`config.mk`:
```
export PLATFORM = sky130hd
export DESIGN_NAME = polar_tp_dec
export DESIGN_NICKNAME = d
export VERILOG_FILES = /design/src/rtl/polar_tp_pkg.sv /design/src/rtl/polar_tp_lane_ram.sv /design/src/rtl/polar_tp_core.sv /design/src/rtl/polar_tp_dec.sv
export SDC_FILE = /design/constraint.sdc
export NUM_CORES = 1
export LEC_CHECK = 0
export ABC_AREA = 0
export BUFFER_PORTS_ARGS = -buffer_cell sky130_fd_sc_hd__buf_4
export CAP_MARGIN = 15
export CORE_AREA = 2 2 126 221
export CTS_CLUSTER_SIZE = 10
export DETAILED_ROUTE_END_ITERATION = 8
export DIE_AREA = 0 0 128 223
export GPL_ROUTABILITY_DRIVEN = 0
export PLACE_DENSITY = 0.66
export RECOVER_POWER = 50
export SKIP_LAST_GASP = 1
export SLEW_MARGIN = 10
export SYNTH_ARGS = -nofsm -noshare
export SYNTH_HDL_FRONTEND = slang
export SYNTH_HIERARCHICAL = 1
export SYNTH_SLANG_ARGS = --single-unit
```
`constraint.sdc`:
```
create_clock -name clk -period 13.32 [get_ports clk]
set_clock_uncertainty 0.15 [all_clocks]
set_input_delay 2.664 -clock clk [delete_from_list [all_inputs] [get_ports clk]]
set_output_delay 2.664 -clock clk [all_outputs]
set_load 0.02 [all_outputs]
```
`src/rtl/polar_tp_pkg.sv`:
```
package polar_tp_pkg;
  localparam int LLR_W = 6;
  localparam int EXT_W = LLR_W + 2;

  typedef logic signed [LLR_W-1:0] llr_t;
  typedef logic signed [EXT_W-1:0] ext_t;

  localparam ext_t LLR_MAX = ext_t'((1 << (LLR_W - 1)) - 1);
  localparam ext_t LLR_MIN = ext_t'(-(1 << (LLR_W - 1)));

  function automatic llr_t llr_clip(input ext_t x);
    if (x > LLR_MAX) return llr_t'(LLR_MAX);
    if (x < LLR_MIN) return llr_t'(LLR_MIN);
    return llr_t'(x);
  endfunction

  // min-sum check-node update
  function automatic llr_t f_minsum(input llr_t a, input llr_t b);
    ext_t ma, mb, m;
    ma = (a < 0) ? -ext_t'(a) : ext_t'(a);
    mb = (b < 0) ? -ext_t'(b) : ext_t'(b);
    m  = (ma < mb) ? ma : mb;
    return llr_clip((a[LLR_W-1] ^ b[LLR_W-1]) ? -m : m);
  endfunction

  // variable-node update steered by the partial sum
  function automatic llr_t g_combine(input llr_t a, input llr_t b, input logic p);
    return llr_clip(p ? (ext_t'(b) - ext_t'(a)) : (ext_t'(b) + ext_t'(a)));
  endfunction
endpackage

```
`src/rtl/polar_tp_lane_ram.sv`:
```
module polar_tp_lane_ram
  import polar_tp_pkg::*;
#(
  parameter  int SIDE = 4,
  localparam int AW   = $clog2(SIDE)
) (
  input  logic          clk,
  input  logic          we,
  input  logic [AW-1:0] wlane,
  input  logic [AW-1:0] waddr,
  input  llr_t          wdata,
  input  logic          re,
  input  logic [AW-1:0] raddr,
  output llr_t          rdata [SIDE]
);
  // one simple dual-port memory per array row; a read returns a whole column
  for (genvar j = 0; j < SIDE; j++) begin : g_lane
    llr_t mem [SIDE];
    llr_t rd_q;
    always_ff @(posedge clk) begin
      if (we && (wlane == AW'(j))) mem[waddr] <= wdata;
      if (re) rd_q <= mem[raddr];
    end
    assign rdata[j] = rd_q;
  end
endmodule

```
`src/rtl/polar_tp_core.sv`:
```
module polar_tp_core
  import polar_tp_pkg::*;
#(
  parameter  int SIDE = 4,
  localparam int M    = $clog2(SIDE)
) (
  input  logic            clk,
  input  logic            load,
  input  llr_t            llr_in [SIDE],
  input  logic [SIDE-1:0] bits_in,
  input  logic            set_en,
  input  logic [M-1:0]    set_idx,
  input  logic            set_val,
  input  logic [M-1:0]    leaf,
  output llr_t            leaf_llr,
  output logic [SIDE-1:0] part_enc
);
  typedef logic [M-1:0] idx_t;

  llr_t            llr_q [SIDE];
  logic [SIDE-1:0] bits_q;

  always_ff @(posedge clk) begin
    if (load) begin
      llr_q  <= llr_in;
      bits_q <= bits_in;
    end else if (set_en) begin
      bits_q[set_idx] <= set_val;
    end
  end

  // polar transform of a bit vector (u times the Kronecker power of F)
  function automatic logic [SIDE-1:0] polar_xform(input logic [SIDE-1:0] v);
    logic [SIDE-1:0] r;
    r = v;
    for (int st = 0; st < M; st++)
      for (int t = 0; t < SIDE; t++)
        if (((t >> st) & 1) == 0) r[idx_t'(t)] = r[idx_t'(t)] ^ r[idx_t'(t | (1 << st))];
    return r;
  endfunction

  // walks the tree from the root to one leaf, recomputing every node on the way
  function automatic llr_t leaf_eval(input llr_t v_in [SIDE], input logic [SIDE-1:0] u,
                                     input idx_t idx);
    llr_t            w [SIDE];
    logic [SIDE-1:0] sub, ps;
    logic            right;
    int              len, half, base;
    w = v_in;
    for (int lv = 0; lv < M; lv++) begin
      len   = SIDE >> lv;
      half  = len / 2;
      base  = int'(idx) & ~(len - 1);
      right = |((idx >> (M - 1 - lv)) & idx_t'(1));
      for (int t = 0; t < SIDE; t++)
        sub[idx_t'(t)] = (t < half) ? u[idx_t'(base + t)] : 1'b0;
      ps = polar_xform(sub);
      for (int t = 0; t < SIDE; t++)
        if (t < half)
          w[idx_t'(t)] = right ? g_combine(w[idx_t'(t)], w[idx_t'(t + half)], ps[idx_t'(t)])
                               : f_minsum(w[idx_t'(t)], w[idx_t'(t + half)]);
    end
    return w[0];
  endfunction

  always_comb begin
    leaf_llr = leaf_eval(llr_q, bits_q, leaf);
    part_enc = polar_xform(bits_q);
  end
endmodule

```
`src/rtl/polar_tp_dec.sv`:
```
module polar_tp_dec
  import polar_tp_pkg::*;
#(
  parameter  int N     = 16,
  localparam int LOG_N = $clog2(N),
  localparam int M     = LOG_N / 2,
  localparam int SIDE  = 1 << M
) (
  input  logic             clk,
  input  logic             rst,
  input  logic             start,
  input  logic [N-1:0]     frozen,
  input  logic             llr_we,
  input  logic [LOG_N-1:0] llr_addr,
  input  logic [LLR_W-1:0] llr_data,
  output logic             done,
  output logic [N-1:0]     dec_bits
);
  typedef logic [M-1:0] idx_t;
  typedef enum logic [2:0] {
    ST_IDLE, ST_COL_RD, ST_COL_LD, ST_COL_EV, ST_ROW_LD, ST_ROW_DEC, ST_ROW_WB
  } state_t;

  state_t          st_q;
  idx_t            a_q, k_q;
  logic [N-1:0]    frz_q;
  logic [SIDE-1:0] w_q [SIDE];
  llr_t            lam_q [SIDE];
  llr_t            ram_rd [SIDE];
  llr_t            core_in [SIDE];
  logic [SIDE-1:0] core_bits, col_bits, part_enc;
  logic            core_load, set_en, dec_bit, busy, last_k, last_a;
  idx_t            leaf_idx;
  llr_t            leaf_llr;

  assign busy   = (st_q != ST_IDLE);
  assign last_k = (k_q == idx_t'(SIDE - 1));
  assign last_a = (a_q == idx_t'(SIDE - 1));

  polar_tp_lane_ram #(.SIDE(SIDE)) u_ram (
    .clk   (clk),
    .we    (llr_we && !busy),
    .wlane (llr_addr[LOG_N-1 -: M]),
    .waddr (llr_addr[M-1:0]),
    .wdata (llr_t'(llr_data)),
    .re    (st_q == ST_COL_RD),
    .raddr (k_q),
    .rdata (ram_rd)
  );

  // column phase: channel column k with decided rows; row phase: column results
  always_comb begin
    for (int j = 0; j < SIDE; j++) col_bits[idx_t'(j)] = w_q[idx_t'(j)][k_q];
    for (int j = 0; j < SIDE; j++)
      core_in[idx_t'(j)] = (st_q == ST_ROW_LD) ? lam_q[idx_t'(j)] : ram_rd[idx_t'(j)];
    core_bits = (st_q == ST_ROW_LD) ? '0 : col_bits;
    core_load = (st_q == ST_COL_LD) || (st_q == ST_ROW_LD);
    set_en    = (st_q == ST_ROW_DEC);
    leaf_idx  = (st_q == ST_ROW_DEC) ? k_q : a_q;
    dec_bit   = frz_q[{a_q, k_q}] ? 1'b0 : leaf_llr[LLR_W-1];
  end

  polar_tp_core #(.SIDE(SIDE)) u_core (
    .clk      (clk),
    .load     (core_load),
    .llr_in   (core_in),
    .bits_in  (core_bits),
    .set_en   (set_en),
    .set_idx  (k_q),
    .set_val  (dec_bit),
    .leaf     (leaf_idx),
    .leaf_llr (leaf_llr),
    .part_enc (part_enc)
  );

  always_ff @(posedge clk) begin
    if (rst) begin
      st_q     <= ST_IDLE;
      a_q      <= '0;
      k_q      <= '0;
      frz_q    <= '0;
      done     <= 1'b0;
      dec_bits <= '0;
    end else begin
      done <= 1'b0;
      unique case (st_q)
        ST_IDLE: if (start) begin
          frz_q <= frozen;
          a_q   <= '0;
          k_q   <= '0;
          st_q  <= ST_COL_RD;
        end
        ST_COL_RD: st_q <= ST_COL_LD;
        ST_COL_LD: st_q <= ST_COL_EV;
        ST_COL_EV: begin
          k_q  <= last_k ? '0 : k_q + 1'b1;
          st_q <= last_k ? ST_ROW_LD : ST_COL_RD;
        end
        ST_ROW_LD: st_q <= ST_ROW_DEC;
        ST_ROW_DEC: begin
          dec_bits[{a_q, k_q}] <= dec_bit;
          k_q  <= last_k ? '0 : k_q + 1'b1;
          if (last_k) st_q <= ST_ROW_WB;
        end
        ST_ROW_WB: begin
          if (last_a) begin
            done <= 1'b1;
            st_q <= ST_IDLE;
          end else begin
            a_q  <= a_q + 1'b1;
            st_q <= ST_COL_RD;
          end
        end
        default: st_q <= ST_IDLE;
      endcase
    end
  end

  // datapath stores, no reset needed
  always_ff @(posedge clk) begin
    if (st_q == ST_COL_EV) lam_q[k_q] <= leaf_llr;
    if (st_q == ST_ROW_WB) w_q[a_q] <= part_enc;
  end
endmodule

```
Yosys cells after proc, flatten, opt, wreduce, memory -nomap -nowiden
Memories as Yosys holds them, arrays and structs flattened. A register that Yosys moved wholly into a read port is not among the register bits.
Index checks and enable logic that the tools add are counted.

cells by class
  eq/ne operators = 14
  $lt $le $gt $ge = 26
  bitwise operators = 8
  mux-type cells = 110
  reductions and logical operators = 21
  add/sub/neg operators = 17

operators with widths
  cell                                                                             number
  6-bit two-way mux                                                                31
  8-bit two-way mux                                                                15
  8-bit by 6-bit greater-than comparator with 1-bit output, second input constant  6
  8-bit by 6-bit less-than comparator with 1-bit output, second input constant     6
  6-bit negator with 8-bit output                                                  6
  1-bit two-way mux                                                                42
  6-bit by 1-bit less-than comparator with 1-bit output, second input constant     6
  8-bit less-than comparator                                                       3
  8-bit negator                                                                    3
  6-bit by 6-bit adder with 7-bit output                                           3
  3-bit one-hot mux with 7 select lines                                            1
  6-bit by 6-bit subtractor with 7-bit output                                      3
  16-bit bitwise mux                                                               1
  4-bit two-way mux                                                                3
  3-bit == test, second input constant                                             3
  3-bit two-way mux                                                                3
  1-bit binary-select mux with 2-bit select                                        4
  2-bit == test, second input constant                                             4
  2-bit two-way mux                                                                4
  2-bit one-hot mux with 2 select lines                                            2
  1-bit logical AND                                                                7
  1-bit XOR                                                                        7
  3-bit by 2-bit == test with 1-bit output, second input constant                  2
  2-bit by 3-bit less-than comparator with 1-bit output, second input constant     2
  22 further kinds                                                                 29

word-level totals
  flip-flop bits (word level) = 68
  memories kept = 6
  memory bits (writable) = 136
  output and inout bits = 17
  input port bits = 30
  logic and storage cells = 213

memory list
  memory               words  width  rd ports  clocked after memory_dff  wr ports  RTL line                 source
  lam_q                4      6      4         0                         1         polar_tp_dec.sv:28       llr_t lam_q [SIDE];
  u_ram.g_lane[0].mem  4      6      1         1                         1         polar_tp_lane_ram.sv:18  llr_t mem [SIDE];
  u_ram.g_lane[1].mem  4      6      1         1                         1         polar_tp_lane_ram.sv:18
  u_ram.g_lane[2].mem  4      6      1         1                         1         polar_tp_lane_ram.sv:18
  u_ram.g_lane[3].mem  4      6      1         1                         1         polar_tp_lane_ram.sv:18
  w_q                  4      4      4         0                         1         polar_tp_dec.sv:27       logic [SIDE-1:0] w_q [SIDE];

Logic depth before layout (Yosys ltp)
Gate-level depths: netlist (run 1).

  depth in word-level cells = 28
  depth in mapped cells = 43
  depth with buffers taken out = 41

Modules after synthesis
Netlist (run 1), hierarchy kept.

by module, submodules not included
  module             times used  area an instance (um2)  cells an instance
  polar_tp_core      1           5195.0                  628
  polar_tp_lane_ram  1           4334.2                  173
  polar_tp_dec       1           3678.5                  319

Worst setup path before layout (run 1)
OpenSTA, ideal clock, no wires.

  kind = register to register
  from = reg u_core/llr_q[12] (netlist bit)
  to = mem lam_q[0][1] (netlist bit), data pin
  cell stages (with the launch flop) = 39
  period minus slack after synthesis = 8.460 ns
  arrival time = 8.081 ns
  setup time = 0.230 ns
  setup slack = 4.860 ns
  cells stage by stage = edfxtp_1 > inv_1 > ha_1 > nor3b_1 > nor3b_1 > ha_1 > ha_1 > and3_1 > and2_0 > clkbuf_1 > a21oi_4 > nor2_1 > a21oi_1 > ha_1 > nand3_1 > mux2_2 > a211o_1 > and3_1 > [... 3 more ...] > ha_1 > inv_1 > o41a_1 > xor2_1 > ha_1 > a21oi_1 > nor2b_1 > o21ai_0 > a31oi_1 > clkbuf_1 > nand2_1 > o21ai_0 > inv_1 > ha_1 > and2_1 > a2111oi_4 > nor2_2 > a221oi_1

between the ends
  cells in the longest elaborated chain, start to end = 24
  elaborated cells on any way between the ends = 55

RTL lines
  element                                                                                                   RTL line             source
  start, declared                                                                                           polar_tp_core.sv:20  llr_t llr_q [SIDE];
  start signal, assigned                                                                                    polar_tp_core.sv:25  llr_q <= llr_in;
  6-bit negator with 8-bit output or 6-bit by 1-bit less-than comparator with 1-bit output (tied branches)  polar_tp_pkg.sv:20   ma = (a < 0) ? -ext_t'(a) : ext_t'(a);
  8-bit two-way mux                                                                                         polar_tp_pkg.sv:20
  8-bit less-than comparator                                                                                polar_tp_pkg.sv:22   m = (ma < mb) ? ma : mb;
  8-bit two-way mux                                                                                         polar_tp_pkg.sv:22
  8-bit negator                                                                                             polar_tp_pkg.sv:23   return llr_clip((a[LLR_W-1] ^ b[LLR_W-1]) ? -m : m);
  8-bit two-way mux                                                                                         polar_tp_pkg.sv:23
  8-bit by 6-bit less-than comparator with 1-bit output                                                     polar_tp_pkg.sv:13   if (x < LLR_MIN) return llr_t'(LLR_MIN);
  1-bit two-way mux (2 in series)                                                                           polar_tp_pkg.sv:13
  [... 7 more ...]                                                                                          n/a
  8-bit negator                                                                                             polar_tp_pkg.sv:23
  8-bit two-way mux                                                                                         polar_tp_pkg.sv:23
  8-bit by 6-bit less-than comparator with 1-bit output                                                     polar_tp_pkg.sv:13
  1-bit two-way mux (2 in series)                                                                           polar_tp_pkg.sv:13
  6-bit two-way mux                                                                                         polar_tp_pkg.sv:14   return llr_t'(x);
  6-bit two-way mux                                                                                         polar_tp_pkg.sv:13
  6-bit two-way mux (*)                                                                                     polar_tp_core.sv:60  w[idx_t'(t)] = right ? g_combine(w[idx_t'(t)], w[idx_t'(t + half)], ps[idx_t'(t)])
  net leaf_llr[1]                                                                                           polar_tp_dec.sv:34   llr_t leaf_llr;
  end, declared                                                                                             polar_tp_dec.sv:28

Mark *: on every way through the listed nets, which the timed path passes. The rest lies on a longest branch. The select of a mux whose other input is x is not followed.

Final worst setup path (run 1)
  from = reg u_core/llr_q[12] (netlist bit)
  to = reg dec_bits[11]

between the ends
  cells in the longest elaborated chain, start to end = 26
  elaborated cells on any way between the ends = 57

RTL lines
  element                                                                                                   RTL line             source
  6-bit negator with 8-bit output or 6-bit by 1-bit less-than comparator with 1-bit output (tied branches)  polar_tp_pkg.sv:20
  8-bit two-way mux                                                                                         polar_tp_pkg.sv:20
  8-bit less-than comparator                                                                                polar_tp_pkg.sv:22
  8-bit two-way mux                                                                                         polar_tp_pkg.sv:22
  8-bit negator                                                                                             polar_tp_pkg.sv:23
  8-bit two-way mux                                                                                         polar_tp_pkg.sv:23
  8-bit by 6-bit less-than comparator with 1-bit output                                                     polar_tp_pkg.sv:13
  1-bit two-way mux (2 in series)                                                                           polar_tp_pkg.sv:13
  [... 9 more ...]                                                                                          n/a
  8-bit by 6-bit less-than comparator with 1-bit output                                                     polar_tp_pkg.sv:13
  1-bit two-way mux (2 in series)                                                                           polar_tp_pkg.sv:13
  6-bit two-way mux                                                                                         polar_tp_pkg.sv:14
  6-bit two-way mux                                                                                         polar_tp_pkg.sv:13
  6-bit two-way mux (*)                                                                                     polar_tp_core.sv:60
  net leaf_llr[5]                                                                                           polar_tp_dec.sv:34
  1-bit two-way mux (*)                                                                                     polar_tp_dec.sv:60   dec_bit = frz_q[{a_q, k_q}] ? 1'b0 : leaf_llr[LLR_W-1];
  16-bit bitwise mux (*)                                                                                    polar_tp_dec.sv:101  dec_bits[{a_q, k_q}] <= dec_bit;
  end signal, assigned by index                                                                             polar_tp_dec.sv:101
  end, declared                                                                                             polar_tp_dec.sv:17   output logic [N-1:0] dec_bits

Marks and branches as above.
A chain may end at the register's enable or synchronous reset.

==> metrics.md, run 1 <==
| Metric | Value |
|---|---|
| Port Buffers | between 40 and 50 |
| Pre-CTS WS | 3.45 ns |
| DRC | 0 |
| Fin Setup TNS | 0 ns |
| Switching Fraction | a little over 30% |
| Die Y-Extent | approximately 220 um |
| Sinks on Clock Net | around 230 |
| Mean area per synthesized cell | about 12 sq um |
| Required @ worst endpoint | ~14 ns |
| Leak pwr | roughly 0.0051 uW |
| Largest family of logic cells by synthesized area | simple AND/OR/NAND/NOR gates |
| FF-to-FF setup slack | about 3.4 ns |
| CTS Hold Bufs | 0 |
| Hold slack | just over 0.3 ns |
| Count leader, synth | edfxtp_1 |
| Async set or reset register ratio after synthesis | 0% |
| Startpoint Class | register |
| Arr. time, crit path | about 10 ns |
| Synth Area in Compound Gates | around 14% |
| Seq pwr share | between 40% and 50% |
| Initial antenna violation count | 0 |
| Vias | between 8000 and 9000 |
| Worst path most repeated cell | ha_1 |
| Worst stage delay on the critical path | 0.58 ns |
| Max Fclk | between 100 and 150 MHz |
| Tmin final | 9.94 ns |
| Congestion Overflow GR | 0 |
| Synth Area in XOR/XNOR | 3.77% |
| Std-Cell Rows | 80 |
| Area Growth Syn to Fin | 9.62% |
| Util after Layout | between 50% and 60% |
| Wirelength per Cell | between 15 and 20 um |
| Mapped Cells | around 1100 |
| TritonCTS buffer count | 26 |
| Synth top cells by count | edfxtp_1, nand2_1, nor2_1 |
| Final net count | about 1300 |
| Clk_lat worst skew | approximately 0.52 ns |
| Combinational Power Share | around 30% |
| Tot Pwr | ~2000 uW |
| Setup bufs post-CTS | 0 |
| PwrDens | 141 nW/um^2 |
| Cell taking the most area after synthesis | edfxtp_1 |
| Max clock buf depth | 3 |
| Starting Density | roughly half |
| Worst VDD drop | 114 uV |
| Final slew viol count | between 100 and 150 |
| Hold wc startpoint | frz_q[11]$_SDFFE_PP0P_ |
| Clock power share | between 20 and 30% |
| Hold path cells | 2 |
| Hold crit path type | reg -> reg |
| Final Cycle Share | about three quarters |
| Synth Area in Simple Gates | around 14% |
| Crit. End Element | register |
| Root buffer cell | clkbuf_16 |
| Vias in the first global route | a little under 9000 |
| Worst-Margin Slew | roughly 3.4 ns |
| Final Worst Setup Slack | 3.38 ns |
| RSZ-0062 raised after global routing | false |
| Sequential cell area fraction in the yosys report | between 40% and 50% |
| Gr usage total | roughly 20% |
| Detailed placement HPWL | 21.4 mm |
| Post-CTS Resized | 0 |
| DRT Pass-1 Iters | 5 |
| Detailed Route Iter0 Violations | 500 |
| Worst path slowest cell | a22oi_4 |
| Worst-path clk slew | ~0.060 ns |
| Status | finished, violations left |
| Synth area leaders | edfxtp_1, dfxtp_1, ha_1 |
| H-tree Lvls | 1 |
| Layout cells sized above 1 | 14.9% |
| Crit Path Max Fanout | 16 |
| Antenna Nets Post-Route | 0 |
| Core box area | 26800 sq um |
| Warnings, synthesis | 6 |
| Num ports | 47 |
| CTS tree | yes |
| DIE AREA | about 29000 sq um |
| Drt via density | about 5.9 |
| Synth Area in Adders | between 6 and 7% |
| Pint | 1420 uW |
| Die X | roughly 130 um |
| Yosys top cell area share | a little over two fifths |
| Worst slew margin | -126% |
| Final hold violations | 0 |
| Max Cap Viol | 3 |
| RR Endpoint | dec_bits[11]$_SDFFE_PP0P_ |
| Ys flop type | edfxtp_1 |
| Critical path class | reg -> reg |
| Failing checks | max-capacitance violations, max-slew violations |
| Number of synthesized flops with an enable pin | between 150 and 200 |
| Worst r2r src | u_core/llr_q[12]$_DFFE_PP_ |
| DRT Wirelength | ~28 mm |
| Cells on worst reg2reg path | 40 |
| Mux share of post-synthesis cell area | under 10% |
| Unique masters post-synth | 107 |
| Synth Register Bits | approximately 230 |
| Global-route wire length before repair | around 46 mm |
| Post-Syn Area | 13200 sq um |
| P_sw | approximately 630 uW |
| Final Setup Violations | 0 |
| Worst Hold End | frz_q[11]$_SDFFE_PP0P_ |
| Largest net degree at the start of global routing | 50 |
| N_diodes | 0 |
cells by family after synthesis:
family,count (synthesis)
adders and majority gates,68
muxes,80
and+or+nand+nor,354
other,2
xor gates and xnor gates,56
buffers and inverters,91
AOI/OAI and AO/OA,241
DFF,228
worst max path at each step:
stage / slack, ns / to / start / depth (start not counted)
floorplan: 4.86 / lam_q[0][1]$_DFFE_PP_ / u_core/llr_q[12]$_DFFE_PP_ / 38
detailed placement: 3.45 / dec_bits[12]$_SDFFE_PP0P_ / u_core/llr_q[12]$_DFFE_PP_ / 40
finish: 3.38 / dec_bits[11]$_SDFFE_PP0P_ / u_core/llr_q[12]$_DFFE_PP_ / 40
global route: 2.46 / dec_bits[15]$_SDFFE_PP0P_ / u_core/llr_q[12]$_DFFE_PP_ / 40
CTS: 3.41 / dec_bits[8]$_SDFFE_PP0P_ / u_core/llr_q[12]$_DFFE_PP_ / 40
global placement: 3.79 / dec_bits[15]$_SDFFE_PP0P_ / u_core/llr_q[12]$_DFFE_PP_ / 40
cell type report:
cell class / count / area, sq um
sequential: 228 / 6450
clock inverter: 1 / 16.3
inverter: 49 / 184
fill: 2305 / 12300
multi-input combinational: 808 / 6360
clock buffer: 35 / 694
tap: 328 / 410
timing repair buffer: 53 / 368
registers in the layout (all words and copies together), names as in the netlist:
signal	flops
a_q	2
lam_q	24
done	1
u_core/bits_q	4
u_ram/g_lane.mem	96
w_q	16
u_core/llr_q	24
dec_bits	16
frz_q	16
st_q	3
u_ram/g_lane.rd_q	24
k_q	2
worst max-delay path: cells and delay by family (launching register included):
kind / cells / cell delay, ns
AOI/OAI and AO/OA: 16 / 4.07
adders and majority gates: 6 / 1.71
buffers and inverters: 3 / 0.47
DFF: 1 / 0.52
muxes: 2 / 0.57
and+or+nand+nor: 13 / 2.31
metal layers:
metal / global-route usage [%] / part of all wire [%] / up-vias / wire length (um)
met5: 0 / 0 / - / 0
li1: - / - / 4313 / -
met3: 1.85 / 2.6 / 67 / 738
met1: 21.4 / 37 / 4281 / 10500
met4: 9.78 / 4.2 / 0 / 1200
met2: 39.0 / 56 / 194 / 16000
power groups by stage:
stage,registers (uW),logic (uW),clock network [uW]
after CTS,838,602,619
final,838,605,603
after detailed placement,852,598,0
after floorplan,842,458,0
after global placement,851,591,0
after global routing,841,669,644
cells in the final DEF, fill, tap and decap left out, types with 26 or more instances in the layout:
cell type and n:
edfxtp_1 188, nand2_1 80, nor2_1 60, ha_1 59, a21oi_1 53, inv_1 48, buf_4 45, dfxtp_1 39
nand3_1 37, nor2b_1 33, xnor2_1 32, o21ai_0 31, nand2b_1 29, mux4_2 26, clkbuf_16 26
per-stage QoR:
stage | instance area (sq um) | instances
finish | 14500 | 1502
global route | 14500 | 1502
CTS | 14500 | 1502
detailed placement | 13800 | 1466
global placement | 13800 | 1466
floorplan | 13200 | 1127
No activity file was read; power rests on OpenSTA's default activity.
==> inputs of run 2 (changes only) <==
PLACE_DENSITY = 0.68   (was 0.66)
clock period = 9 ns   (was 13.32 ns; I/O delays follow)
==> metrics.md, run 2 (synthesis results as in run 1) <==
| Metric | Value |
|---|---|
| Placed insts | 1485 (+1.3%) |
| Commonest non-fill, non-tap cell in the layout | edfxtp_1 |
| Final net count | 1286 (+2.2%) |
| Wirelength per Cell | 18.8 um (-0.60%) |
| Reg area | 6450 sq um (about the same) |
| Crit Path Max Fanout | 10 (-6) |
| Startpoint Class | register |
| Worst path most repeated cell | ha_1 |
| Status | completed |
| Hold wc startpoint | frz_q[2]$_SDFFE_PP0P_ |
| Vias in the first global route | 8957 (+0.15%) |
| Num ports | 47 (unchanged) |
| Final Setup Violations | 0 (unchanged) |
| Critical path class | reg -> reg |
| Port Buffers | 46 (unchanged) |
| Congestion Overflow GR | 0 (unchanged) |
| Max clock buf depth | 3 (unchanged) |
| Die X | 128 um (unchanged) |
| Required @ worst endpoint | 9.11 ns (-4.45 ns) |
| Post-Layout Cell Count | 1531 (+1.9%) |
| Std-Cell Rows | 80 (unchanged) |
| Crit. End Element | register |
| N_diodes | 0 (unchanged) |
| Tmin final | 8.50 ns (-1.44 ns) |
| Cells on worst reg2reg path | 36 (-10%) |
| DRT Pass-1 Iters | 5 (unchanged) |
| Most frequent cells in the layout | edfxtp_1, nand2_1, buf_4 |
| Detailed Route Iter0 Violations | 418 (-16%) |
| Worst-Margin Slew | 1.48 ns (-1.92 ns) |
| Detailed placement HPWL | 21.5 mm (+0.16%) |
| Largest net degree at the start of global routing | 49 (-2.0%) |
| Final Instance Area | 14900 sq um (+3.0%) |
| RR Endpoint | lam_q[3][2]$_DFFE_PP_ |
| Crit. Startpoint | u_core/llr_q[13]$_DFFE_PP_ |
| DIE AREA | 28500 sq um (unchanged) |
| Final hold violations | 0 (unchanged) |
| Initial antenna violation count | 0 (unchanged) |
| Sinks on Clock Net | 228 (unchanged) |
| Worst-path clk slew | 0.06 ns (about the same) |
| Die Y-Extent | 223 um (unchanged) |
| Area Growth Syn to Fin | 12.9% |
| Leak pwr | 0.00528 uW (+3.9%) |
| TritonCTS buffer count | 26 (unchanged) |
| Clk_lat worst skew | 0.52 ns (about the same) |
| Core box area | 26800 sq um (unchanged) |
| CTS Hold Bufs | 0 (unchanged) |
| PwrDens | 209 nW/um^2 (+48%) |
| Global-route wire length before repair | 46.1 mm (+0.13%) |
| Gr usage total | 20.4% (+0.20 points) |
| Worst r2r src | u_core/llr_q[13]$_DFFE_PP_ |
| CTS tree | yes |
| DRC | 0 (unchanged) |
| Worst path slowest cell | edfxtp_1 |
| Vias | 8971 (+1.3%) |
| Max reg flops | 96 (unchanged) |
| Worst Hold End | frz_q[2]$_SDFFE_PP0P_ |
| Hold crit path type | reg -> reg |
| Arr. time, crit path | 8.61 ns (-1.56 ns) |
| Antenna Nets Post-Route | 0 (unchanged) |
| Layout cells sized above 1 | 19.8% (+4.9 points) |
| Hold path cells | 2 (unchanged) |
| Worst VDD drop | 201 uV (+76%) |
| Worst stage delay on the critical path | 0.44 ns (-0.14 ns) |
| Worst slew margin | 1.46% (+130 points) |
| Largest Register | u_ram/g_lane.mem |
| Max Fclk | 118 MHz (+17%) |
| Util after Layout | 55.6% (+1.6 points) |
| Final Cycle Share | 94.4% (+20 points) |
| DP Area | 14000 sq um (+1.0%) |
| FF-to-FF setup slack | 0.50 ns (-2.88 ns) |
| Max Cap Viol | 0 (-3) |
| Drt via density | 5.86 (-0.61%) |
| Final slew viol count | 0 (-100%) |
| Root buffer cell | clkbuf_16 |
| Multi-input gate area | 6560 sq um (+3.1%) |
| Starting Density | 49.2% (unchanged) |
| H-tree Lvls | 1 (unchanged) |
| Tot Pwr | 3120 uW (+52%) |
| DRT Wirelength | 28.8 mm (+1.3%) |
| Fillers | 2260 (-2.0%) |
==> run 2: cell count changes in the layout (fill, tap and decap cells not counted), sizes merged <==
cell	delta
clkbuf	+2
clkinv	-1
buf	+28
==> run 2: cell type report <==
cell class / instances / share of cell area, %
inverter: 49 / 1.23
timing repair buffer: 81 / 3.96
multi-input combinational: 808 / 44.0
clock buffer: 37 / 4.85
tap: 328 / 2.75
sequential: 228 / 43.2
==> run 2: metal layers <==
metal	up-vias	routed length (um)	track usage, %
li1	4367	-	-
met1	4334	10500	21.5
met2	199	16300	40.2
met3	71	721	1.73
met4	0	1230	8.93
met5	-	0	0
==> run 2: metrics by stage <==
step / worst slack, ns / setup TNS [ns] / hold slack [ns]
global route: -0.0559 / -0.483 / 0.323
global placement: 0.116 / 0 / 0.293
finish: 0.501 / 0 / 0.305
floorplan: 0.540 / 0 / 0.286
CTS: 0.0186 / 0 / 0.305
detailed placement: -0.0958 / -0.591 / 0.297
==> run 2: how the worst max path moves through the flow <==
stage	endpoint	slack (ns)	cells past startpoint
after floorplan	lam_q[0][1]$_DFFE_PP_	0.54	38
after global placement	lam_q[0][1]$_DFFE_PP_	0.12	38
after detailed placement	lam_q[2][2]$_DFFE_PP_	-0.1	38
after CTS	dec_bits[15]$_SDFFE_PP0P_	0.02	40
after global routing	lam_q[3][2]$_DFFE_PP_	-0.06	36
final	lam_q[3][2]$_DFFE_PP_	0.50	36
==> run 2: power breakdown <==
group	switching, uW	internal (uW)	leakage, uW
clock	360	546	0.000351
sequential	24.4	1210	0.00203
combinational	569	404	0.00290
==> run 2: critical path, delay by kind of cell, from the launching register on <==
family | cells | cell delay [ns]
muxes | 3 | 0.75
buffers and inverters | 5 | 0.80
adders and majority gates | 6 | 1.73
and+or+nand+nor | 10 | 1.85
AOI/OAI and AO/OA | 12 | 2.51
DFF | 1 | 0.44
==> run 2: timing repair <==
item | in CTS | in global routing
pin swaps | 1 | 7
cloned | 0 | 0
gates resized for setup | 2 | 37
setup endpoints to repair | 18 | 44
setup buffers | 1 | 8
